$ cat src/rtl/i2ct_pkg.sv
package i2ct_pkg;

    typedef enum logic [3:0] {
        ST_IDLE,
        ST_ADDR,
        ST_ACKP,
        ST_ACK,
        ST_RX,
        ST_TX,
        ST_TX_REL,
        ST_TX_MACK,
        ST_TX_NEXT,
        ST_WAIT
    } seq_st_e;

    typedef struct packed {
        seq_st_e     st;
        logic [3:0]  bits;
        logic [7:0]  sh;
        logic        rw;
        logic        act;
        logic        drv;
        logic [7:0]  cnt;
        logic [7:0]  len;
        logic        done;
        logic [6:0]  own;
    } seq_s;

endpackage

$ cat src/rtl/i2ct_sync.sv
module i2ct_sync #(
    parameter int STAGES = 2
) (
    input  logic clk,
    input  logic rst_n,
    input  logic d,
    output logic q,
    output logic rise,
    output logic fall
);
    logic [STAGES-1:0] chain_q;
    logic              prev_q;

    always_ff @(posedge clk or negedge rst_n) begin
        if (!rst_n) begin
            chain_q <= '1;
            prev_q  <= 1'b1;
        end else begin
            chain_q <= {chain_q[STAGES-2:0], d};
            prev_q  <= chain_q[STAGES-1];
        end
    end

    assign q    = chain_q[STAGES-1];
    assign rise = q & ~prev_q;
    assign fall = ~q & prev_q;
endmodule

$ cat src/rtl/i2ct_tmo.sv
module i2ct_tmo #(
    parameter int LIMIT = 1000
) (
    input  logic clk,
    input  logic rst_n,
    input  logic scl,
    output logic hit
);
    localparam int CW = $clog2(LIMIT + 1);

    logic [CW-1:0] cnt_q;

    always_ff @(posedge clk or negedge rst_n) begin
        if (!rst_n)                     cnt_q <= '0;
        else if (scl)                   cnt_q <= '0;
        else if (cnt_q != CW'(LIMIT))   cnt_q <= cnt_q + 1'b1;
    end

    assign hit = ~scl && (cnt_q == CW'(LIMIT - 1));
endmodule

$ cat src/rtl/i2ct_buf.sv
module i2ct_buf #(
    parameter int DEPTH = 16
) (
    input  logic       clk,
    input  logic       rst_n,
    input  logic       we,
    input  logic [7:0] widx,
    input  logic [7:0] wdata,
    input  logic [7:0] ridx,
    output logic [7:0] rdata
);
    localparam int IW = $clog2(DEPTH);

    logic [7:0] mem_q [DEPTH];

    always_ff @(posedge clk or negedge rst_n) begin
        if (!rst_n) begin
            for (int i = 0; i < DEPTH; i++) mem_q[i] <= '0;
        end else if (we && (widx < 8'(DEPTH))) begin
            mem_q[widx[IW-1:0]] <= wdata;
        end
    end

    assign rdata = (ridx < 8'(DEPTH)) ? mem_q[ridx[IW-1:0]] : 8'hFF;
endmodule

$ cat src/rtl/i2ct_target.sv
module i2ct_target
    import i2ct_pkg::*;
#(
    parameter int         DEPTH       = 16,
    parameter int         TMO_CYC     = 4_250_000,
    parameter int         SYNC_STAGES = 2,
    parameter logic [6:0] RESET_ADDR  = 7'h0A,
    localparam int        IDX_W       = $clog2(DEPTH)
) (
    input  logic             clk,
    input  logic             rst_n,
    input  logic             scl_i,
    input  logic             sda_i,
    output logic             sda_oe,
    input  logic             addr_we,
    input  logic [6:0]       addr_wd,
    input  logic             tx_we,
    input  logic [IDX_W-1:0] tx_widx,
    input  logic [7:0]       tx_wdata,
    input  logic [IDX_W-1:0] rx_ridx,
    output logic [7:0]       rx_rdata,
    output logic [7:0]       len,
    output logic             done
);
    // line synchronisers: index 0 = SCL, index 1 = SDA
    logic [1:0] raw, lvl, up, dn;
    assign raw = {sda_i, scl_i};

    for (genvar g = 0; g < 2; g++) begin : g_sync
        i2ct_sync #(.STAGES(SYNC_STAGES)) u_sync (
            .clk(clk), .rst_n(rst_n), .d(raw[g]),
            .q(lvl[g]), .rise(up[g]), .fall(dn[g])
        );
    end

    logic scl_s, sda_s, scl_rise, scl_fall;
    logic start_c, stop_c, tmo_hit, bus_evt;
    assign scl_s    = lvl[0];
    assign sda_s    = lvl[1];
    assign scl_rise = up[0];
    assign scl_fall = dn[0];
    assign start_c  = scl_s & ~scl_rise & dn[1];
    assign stop_c   = scl_s & ~scl_rise & up[1];

    i2ct_tmo #(.LIMIT(TMO_CYC)) u_tmo (
        .clk(clk), .rst_n(rst_n), .scl(scl_s), .hit(tmo_hit)
    );
    assign bus_evt = start_c | stop_c | tmo_hit;

    seq_s       q, d;
    logic       rx_we;
    logic [7:0] rx_byte, tx_byte;

    i2ct_buf #(.DEPTH(DEPTH)) u_rxbuf (
        .clk(clk), .rst_n(rst_n), .we(rx_we), .widx(q.cnt), .wdata(rx_byte),
        .ridx(8'(rx_ridx)), .rdata(rx_rdata)
    );

    i2ct_buf #(.DEPTH(DEPTH)) u_txbuf (
        .clk(clk), .rst_n(rst_n), .we(tx_we), .widx(8'(tx_widx)), .wdata(tx_wdata),
        .ridx(q.cnt), .rdata(tx_byte)
    );

    assign rx_byte = {q.sh[6:0], sda_s};

    always_comb begin
        d      = q;
        d.done = 1'b0;
        rx_we  = 1'b0;
        if (addr_we) d.own = addr_wd;

        if (bus_evt) begin
            if (q.act) begin
                d.len  = q.cnt;
                d.done = 1'b1;
            end
            d.act  = 1'b0;
            d.drv  = 1'b0;
            d.bits = '0;
            d.st   = start_c ? ST_ADDR : ST_IDLE;
        end else begin
            unique case (q.st)
                ST_ADDR: if (scl_rise) begin
                    d.sh   = {q.sh[6:0], sda_s};
                    d.bits = q.bits + 1'b1;
                    if (q.bits == 4'd7) begin
                        if (q.sh[6:0] == q.own) begin
                            d.st  = ST_ACKP;
                            d.rw  = sda_s;
                            d.act = 1'b1;
                            d.cnt = '0;
                        end else begin
                            d.st  = ST_IDLE;
                        end
                    end
                end
                ST_ACKP: if (scl_fall) begin
                    d.drv = 1'b1;
                    d.st  = ST_ACK;
                end
                ST_ACK: if (scl_fall) begin
                    d.bits = '0;
                    if (q.rw) begin
                        d.sh  = tx_byte;
                        d.drv = ~tx_byte[7];
                        d.st  = ST_TX;
                    end else begin
                        d.drv = 1'b0;
                        d.st  = ST_RX;
                    end
                end
                ST_RX: if (scl_rise) begin
                    d.sh   = rx_byte;
                    d.bits = q.bits + 1'b1;
                    if (q.bits == 4'd7) begin
                        rx_we = 1'b1;
                        d.cnt = (q.cnt == 8'hFF) ? q.cnt : q.cnt + 1'b1;
                        d.st  = ST_ACKP;
                    end
                end
                ST_TX: begin
                    if (scl_rise) begin
                        d.bits = q.bits + 1'b1;
                        if (q.bits == 4'd7) begin
                            d.cnt = (q.cnt == 8'hFF) ? q.cnt : q.cnt + 1'b1;
                            d.st  = ST_TX_REL;
                        end
                    end else if (scl_fall) begin
                        d.sh  = {q.sh[6:0], 1'b1};
                        d.drv = ~q.sh[6];
                    end
                end
                ST_TX_REL: if (scl_fall) begin
                    d.drv = 1'b0;
                    d.st  = ST_TX_MACK;
                end
                ST_TX_MACK: if (scl_rise) begin
                    d.st = sda_s ? ST_WAIT : ST_TX_NEXT;
                end
                ST_TX_NEXT: if (scl_fall) begin
                    d.sh   = tx_byte;
                    d.drv  = ~tx_byte[7];
                    d.bits = '0;
                    d.st   = ST_TX;
                end
                default: ;
            endcase
        end
    end

    always_ff @(posedge clk or negedge rst_n) begin
        if (!rst_n) begin
            q      <= '0;
            q.st   <= ST_IDLE;
            q.own  <= RESET_ADDR;
        end else begin
            q <= d;
        end
    end

    assign sda_oe = q.drv;
    assign len    = q.len;
    assign done   = q.done;
endmodule

$ cat config.mk
export PLATFORM = sky130hd
export DESIGN_NAME = i2ct_target
export DESIGN_NICKNAME = d
export VERILOG_FILES = /design/src/rtl/i2ct_pkg.sv /design/src/rtl/i2ct_sync.sv /design/src/rtl/i2ct_tmo.sv /design/src/rtl/i2ct_buf.sv /design/src/rtl/i2ct_target.sv
export SDC_FILE = /design/constraint.sdc
export NUM_CORES = 1
export LEC_CHECK = 0
export BUFFER_PORTS_ARGS = -buffer_cell sky130_fd_sc_hd__buf_2
export CORE_UTILIZATION = 31
export DETAILED_ROUTE_END_ITERATION = 12
export SLEW_MARGIN = 20
export SYNTH_ARGS = -nofsm -noshare
export SYNTH_HDL_FRONTEND = slang
export SYNTH_SLANG_ARGS = --single-unit
$ cat constraint.sdc
create_clock -name clk -period 2.7 [get_ports clk]
set_input_delay 0.405 -clock clk [delete_from_list [all_inputs] [get_ports clk]]
set_output_delay 0.405 -clock clk [all_outputs]
set_load 0.05 [all_outputs]
# Word level (Yosys, flattened, before mapping)
# Cells that the tools add are included.
[classes] eq_ne=38 n_lt_le_gt_ge=8 bitwise=20 addsub=3 mux=62 reduce_logical=24
[op_table] op="$bwmux W128" n=2
[op_table] op="$mux W8" n=19
[op_table] op="$bmux W8 S4" n=2
[op_table] op="$demux W8 S4" n=2
[op_table] op="$pmux W12 S5" n=1
[op_table] op="$mux W16" n=3
[op_table] op="$mux W23" n=2
[op_table] op="$pmux W4 S8" n=1
[op_table] op="$mux W4" n=6
[op_table] op="$ne A3 B3 Y1 const B" n=8
[op_table] op="$add A23 B1 Y23 const B" n=1
[op_table] op="$eq A23 B23 Y1 const B" n=1
[op_table] op="$ne A23 B23 Y1 const B" n=1
[op_table] op="$eq A4 B3 Y1 const B" n=5
[op_table] op="$mux W18" n=1
[op_table] op="$mux W1" n=17
[op_table] op="$pmux W8 S2" n=1
[op_table] op="$ge A5 B5 Y1 const B" n=3
[op_table] op="$ne A3 B2 Y1 const B" n=5
[op_table] op="$not A4 Y5" n=3
[op_table] op="$ne A2 B2 Y1 const B" n=7
[op_table] op="$reduce_and A12 Y1" n=1
[op_table] op="$reduce_bool A2 Y1" n=6
[op_table] op="$reduce_bool A6 Y1" n=2
[op_table] op="27 further kinds" n=55
[totals] output_inout_bits=18 regBits=327 word_cells=202

# Logic depth before layout (Yosys ltp)
[logic_depth] depth_word=10 mapped_depth=9 mapped_depth_nobuf=7

# Modules after synthesis
# Synthesis repeated with hierarchy kept, for this count alone.
[hier_totals] cells_unflattened=1220 hier_area_um2=16294.4
[by_module_without_submodules] mod="i2ct_buf at u_rxbuf" cells_per_inst=411 instances=1 seq_area_each_um2=3203.1 area_per_inst_um2=6145.9
[by_module_without_submodules] mod="i2ct_buf at u_txbuf" cells_per_inst=411 instances=1 seq_area_each_um2=3203.1 area_per_inst_um2=6092.1
[by_module_without_submodules] mod="i2ct_target" cells_per_inst=253 instances=1 seq_area_each_um2=1053.5 area_per_inst_um2=2618.8
[by_module_without_submodules] mod="i2ct_tmo" cells_per_inst=135 instances=1 seq_area_each_um2=575.6 area_per_inst_um2=1249.9
[by_module_without_submodules] mod="i2ct_sync" cells_per_inst=5 instances=2 seq_area_each_um2=78.8 area_per_inst_um2=93.8

# Worst setup path after synthesis
# OpenSTA, ideal clock, no wires.
[synth_timing] kind="input port to output port" startpoint="input rx_ridx[0]" endpoint="output rx_rdata[2]" slack_ps=218 arrival_ps=2077 stages=4 required_time_ps=2295 path_cell_list="clkbuf_1 -> buf_2 -> mux4_2 -> mux4_2"
[synth_via] elab_chain_len=5 elab_cells_between_ends=6 cone_classes="1 x order compare; 4 x mux; 1 x bitwise"
[synth_lines] element="start: declaration" line_no="i2ct_target.sv:20" source="input logic [IDX_W-1:0] rx_ridx,"
[synth_lines] element="$not A4 Y5 (implied by the code)" line_no="i2ct_buf.sv:24" source="assign rdata = (ridx < 8'(DEPTH)) ? mem_q[ridx[IW-1:0]] : 8'hFF;"
[synth_lines] element="$bmux W8 S4" line_no="i2ct_buf.sv:24"
[synth_lines] element="$mux W8 (implied by the code) (2 in series)" line_no="i2ct_buf.sv:24"
[synth_lines] element="$mux W8 (*)" line_no="i2ct_buf.sv:24"
[synth_lines] element="end: declaration" line_no="i2ct_target.sv:21" source="output logic [7:0] rx_rdata,"
# Every way passes the cells marked *; elsewhere a longest branch is shown, timed or not. The select of a mux whose other input is x is not followed.

# Final worst setup path
[layout_timing] startpoint="register u_rxbuf.mem_q[40] (netlist name)" endpoint="output rx_rdata[0]"
[layout_via] elab_chain_len=4
[layout_lines] element="start: declaration" line_no="i2ct_buf.sv:14" source="logic [7:0] mem_q [DEPTH];"
[layout_lines] element="start signal: indexed assignment" line_no="i2ct_buf.sv:20" source="mem_q[widx[IW-1:0]] <= wdata;"
[layout_lines] element="$bmux W8 S4" line_no="i2ct_buf.sv:24"
[layout_lines] element="$mux W8 (implied by the code) (2 in series)" line_no="i2ct_buf.sv:24"
[layout_lines] element="$mux W8" line_no="i2ct_buf.sv:24"
# Every way passes these cells. The select of a mux whose other input is x is not followed.

==> summary.txt <==
Run status
  – Outcome: finished, final reports clean

Finish
  – Nets: approximately 1200
  – Synthesis-to-finish area growth: 15.4%
  – Layout cells sized above 1: approximately 44%
  – # fillers: ~4800
  – FF/Latch Area: 8200 um2
  – Filler-free cell count of the finished design: 1864
  – Area of the multi-input gates: between 6000 and 7000 um2

STA
  – Final Hold Vio Count: 0
  – Final min period: around 2.6 ns
  – Max-slew violation count: 0
  – F_max: approximately 0.39 GHz
  – Clock Skews: 0.0135 ns
  – Ratio of final minimum period to clock period: 95.1%
  – Rel. slew slack: 42.9%
  – Final TNS setup: 0 ns
  – RSZ-0062 raised after global routing: no
  – Setup-failing EPs final: 0
  – Slew @ Worst Pin: roughly 0.86 ns

Synthesis
  – Synth top cells by count: dfrtp_1, mux2_2, mux4_2, clkbuf_1, nor2_1
  – Synth Cell Area: roughly 16000 um2
  – Ys Warns: 0
  – Synth async-reset ratio: 100%
  – XOR/XNOR share of the synthesized area: 1.35%
  – Share of the synthesized area in the top cell type: about 51%
  – Adder-Cell Fraction of Synth Area: less than 1%
  – Largest family of logic cells by synthesized area: multiplexers
  – Syn_nets: 1152
  – Simple-Gate Fraction of Synth Area: between 7 and 8%
  – Area leader, netlist: dfrtp_1
  – Cells after Synth: between 1000 and 1500
  – Post-synth cell types: 74
  – Primary FF master, synth: dfrtp_1
  – Area contributors post-synth: dfrtp_1, mux2_2, mux4_2
  – Post-synthesis mux area share: roughly 31%
  – Compound-Gate Fraction of Synth Area: 4.34%
  – Post-synth EDFFs: 0
  – Yosys reg bits: approximately 330
  – Sequential element share of the synthesized area: about 53%
  – Syn Area/Cell: 14.0 um2
  – Count leader, synth: dfrtp_1

Floorplan
  – Die Width: between 200 and 250 um
  – Standard-cell rows: between 80 and 90
  – Die H: approximately 230 um
  – Initial core utilization: about a third
  – Total die area: 51200 um2
  – CORE AREA: a little under 50000 um2
  – # IOs: 47

Route
  – Total Wirelength: 37100 um
  – Final ANT Viol Nets: 0
  – DRC: 0
  – DR iter-0 viols: between 500 and 600
  – Routed WL per cell: between 15 and 20 um
  – Vias per Instance: between 5 and 6
  – Drt first pass iters: 4
  – Vias: 9421

Global route
  – Vias in the first global route: 9897
  – Total track usage: between 10% and 20%
  – Initial antenna violation count: 3
  – Overflow after GRT: 0
  – First-pass GRT wire length: approximately 60000 um
  – Largest net degree at the start of global routing: slightly below 80

Power
  – P_leak: roughly 8 nW
  – Peak supply drop: roughly 0.00046 V
  – Power per standard cell area: between 600 and 700 nW/um2

Clock network
  – Clk pin slew, worst setup/hold paths: approximately 0.07 ns
  – CTS tree: built
  – Max H-tree Level: 2
  – Root Driver: clkbuf_16
  – Clk sink count: approximately 330
  – PostCTS Resize Cnt: 0
  – Clock Latency Late Sink: approximately 0.53 ns
  – Number of setup buffers added after CTS: 0
  – CTS Buffer Depth: 3
  – TritonCTS Buffers: 36

Worst setup path
  – CP Capture Type: output port
  – Kind of start point of the critical path: register
  – Crit-path max FO: 2
  – Register-to-register setup slack: slightly below 0.3 ns
  – Crit Path Class: reg -> out
  – Reg2reg start: q[35]$_DFFE_PN0P_
  – WP data required: 2.30 ns
  – Worst-case reg-to-reg path depth: 7
  – R2R Path End: u_rxbuf.mem_q[53]$_DFFE_PN0P_
  – CP arrival: between 2 and 2.5 ns

Worst hold path
  – Hold EP: q[2]$_DFFE_PN0P_
  – WHS Path Cells: 2
  – Worst hold path startpoint: addr_wd[2]
  – Hold Crit Class: in -> reg

Job
  – Max Cap Viol: 0

Placement
  – GP Congestion: 0.853
  – Placed Cells: ~1800
  – Post-DP HPWL: 24900 um
  – PortBufs: between 40 and 50
-- worst max path at each step --
stage / startpoint / endpoint / slack, ns / depth (start not counted)
after detailed placement: rx_ridx[0] / rx_rdata[0] / 0.23 / 5
final: u_rxbuf.mem_q[40]$_DFFE_PN0P_ / rx_rdata[0] / 0.13 / 3
after floorplan: rx_ridx[0] / rx_rdata[2] / 0.22 / 4
after global placement: rx_ridx[0] / rx_rdata[0] / 0.24 / 5
after CTS: u_rxbuf.mem_q[40]$_DFFE_PN0P_ / rx_rdata[0] / 0.11 / 3
after global routing: u_rxbuf.mem_q[38]$_DFFE_PN0P_ / rx_rdata[6] / 0.08 / 3
-- registers in the layout, summed over array words and instances, names as in the netlist --
name,count
done,1
g_sync.u_sync.prev_q,2
q,32
g_sync.u_sync.chain_q,4
sda_oe,1
len,8
u_txbuf.mem_q,128
u_tmo.cnt_q,23
u_rxbuf.mem_q,128
-- cell families (layout without fill, tap and decap cells) --
kind of cell    Yosys count  in the layout
mux                     360            360
flops                   327            327
simple gates            198            198
compound gates          101            101
buf+inv                  99            182
xor+xnor                 24             24
fa+ha+maj                 7              7
other cells               0              1
-- what timing repair did --
| action | CTS | global route |
|---|---|---|
| hold buffers | 3 | 0 |
| endpoints found under the setup margin | 0 | 0 |
| hold endpoints to repair | 68 | 0 |
-- per-layer routing --
layer  track usage (%)  up-vias  routed length [um]
met2              24.5      164               18000
met4              3.51        4                 536
met5                 0        -                  27
met1              20.4     4976               17000
met3              2.73       41                1520
li1                  -     4236                   -
-- critical path: stages, from the launching register on --
cell and delay, ns:
dfrtp_1 0.42, mux4_2 0.47, mux4_2 0.50, buf_2 0.24
-- per-stage QoR --
step / hold WS (ns) / cell area [um2] / worst slack [ns] / power [mW] / utilization, %
after floorplan: 0.109 / 15600 / 0.218 / 6.43 / -
final: 0.112 / 18000 / 0.132 / 11.6 / 36.5
after global routing: 0.107 / 18000 / 0.0843 / 12.1 / 36.5
after global placement: 0.358 / 16800 / 0.235 / 6.78 / 34.1
after CTS: 0.0917 / 18000 / 0.110 / 11.8 / 36.5
after detailed placement: 0.358 / 16800 / 0.228 / 6.85 / 34.1
-- layout by cell type (no fill, tap or decap), drive strengths merged, types with 10 or more instances in the layout --
| master | synthesis | routed |
|---|---|---|
| mux2 | 288 | 288 |
| inv | 20 | 22 |
| xnor2 | 16 | 16 |
| nand3b | 10 | 10 |
| nand2 | 43 | 43 |
| o21ai | 17 | 17 |
| nor3 | 16 | 16 |
| dfrtp | 319 | 319 |
| mux4 | 65 | 65 |
| clkbuf | 52 | 49 |
| a21oi | 27 | 27 |
| nand3 | 12 | 12 |
| buf | 27 | 97 |
| nor2 | 41 | 41 |
-- area by class of cell --
| type | instances | share of cell area [%] |
|---|---|---|
| Sequential cell | 327 | 45.5 |
| Multi-Input combinational cell | 690 | 38.8 |
| Clock buffer | 49 | 5.50 |
| Tap cell | 664 | 4.62 |
| Timing Repair Buffer | 100 | 4.18 |
| Clock inverter | 13 | 0.959 |
| Inverter | 20 | 0.417 |
| Antenna cell | 1 | 0.0139 |
-- power by group --
part | internal [mW] | switching, mW | total (mW)
Combinational | 0.629 | 0.492 | 1.12
Sequential | 5.39 | 0.234 | 5.62
Clock | 2.88 | 2.00 | 4.88
(Power assumes the default switching activity.)
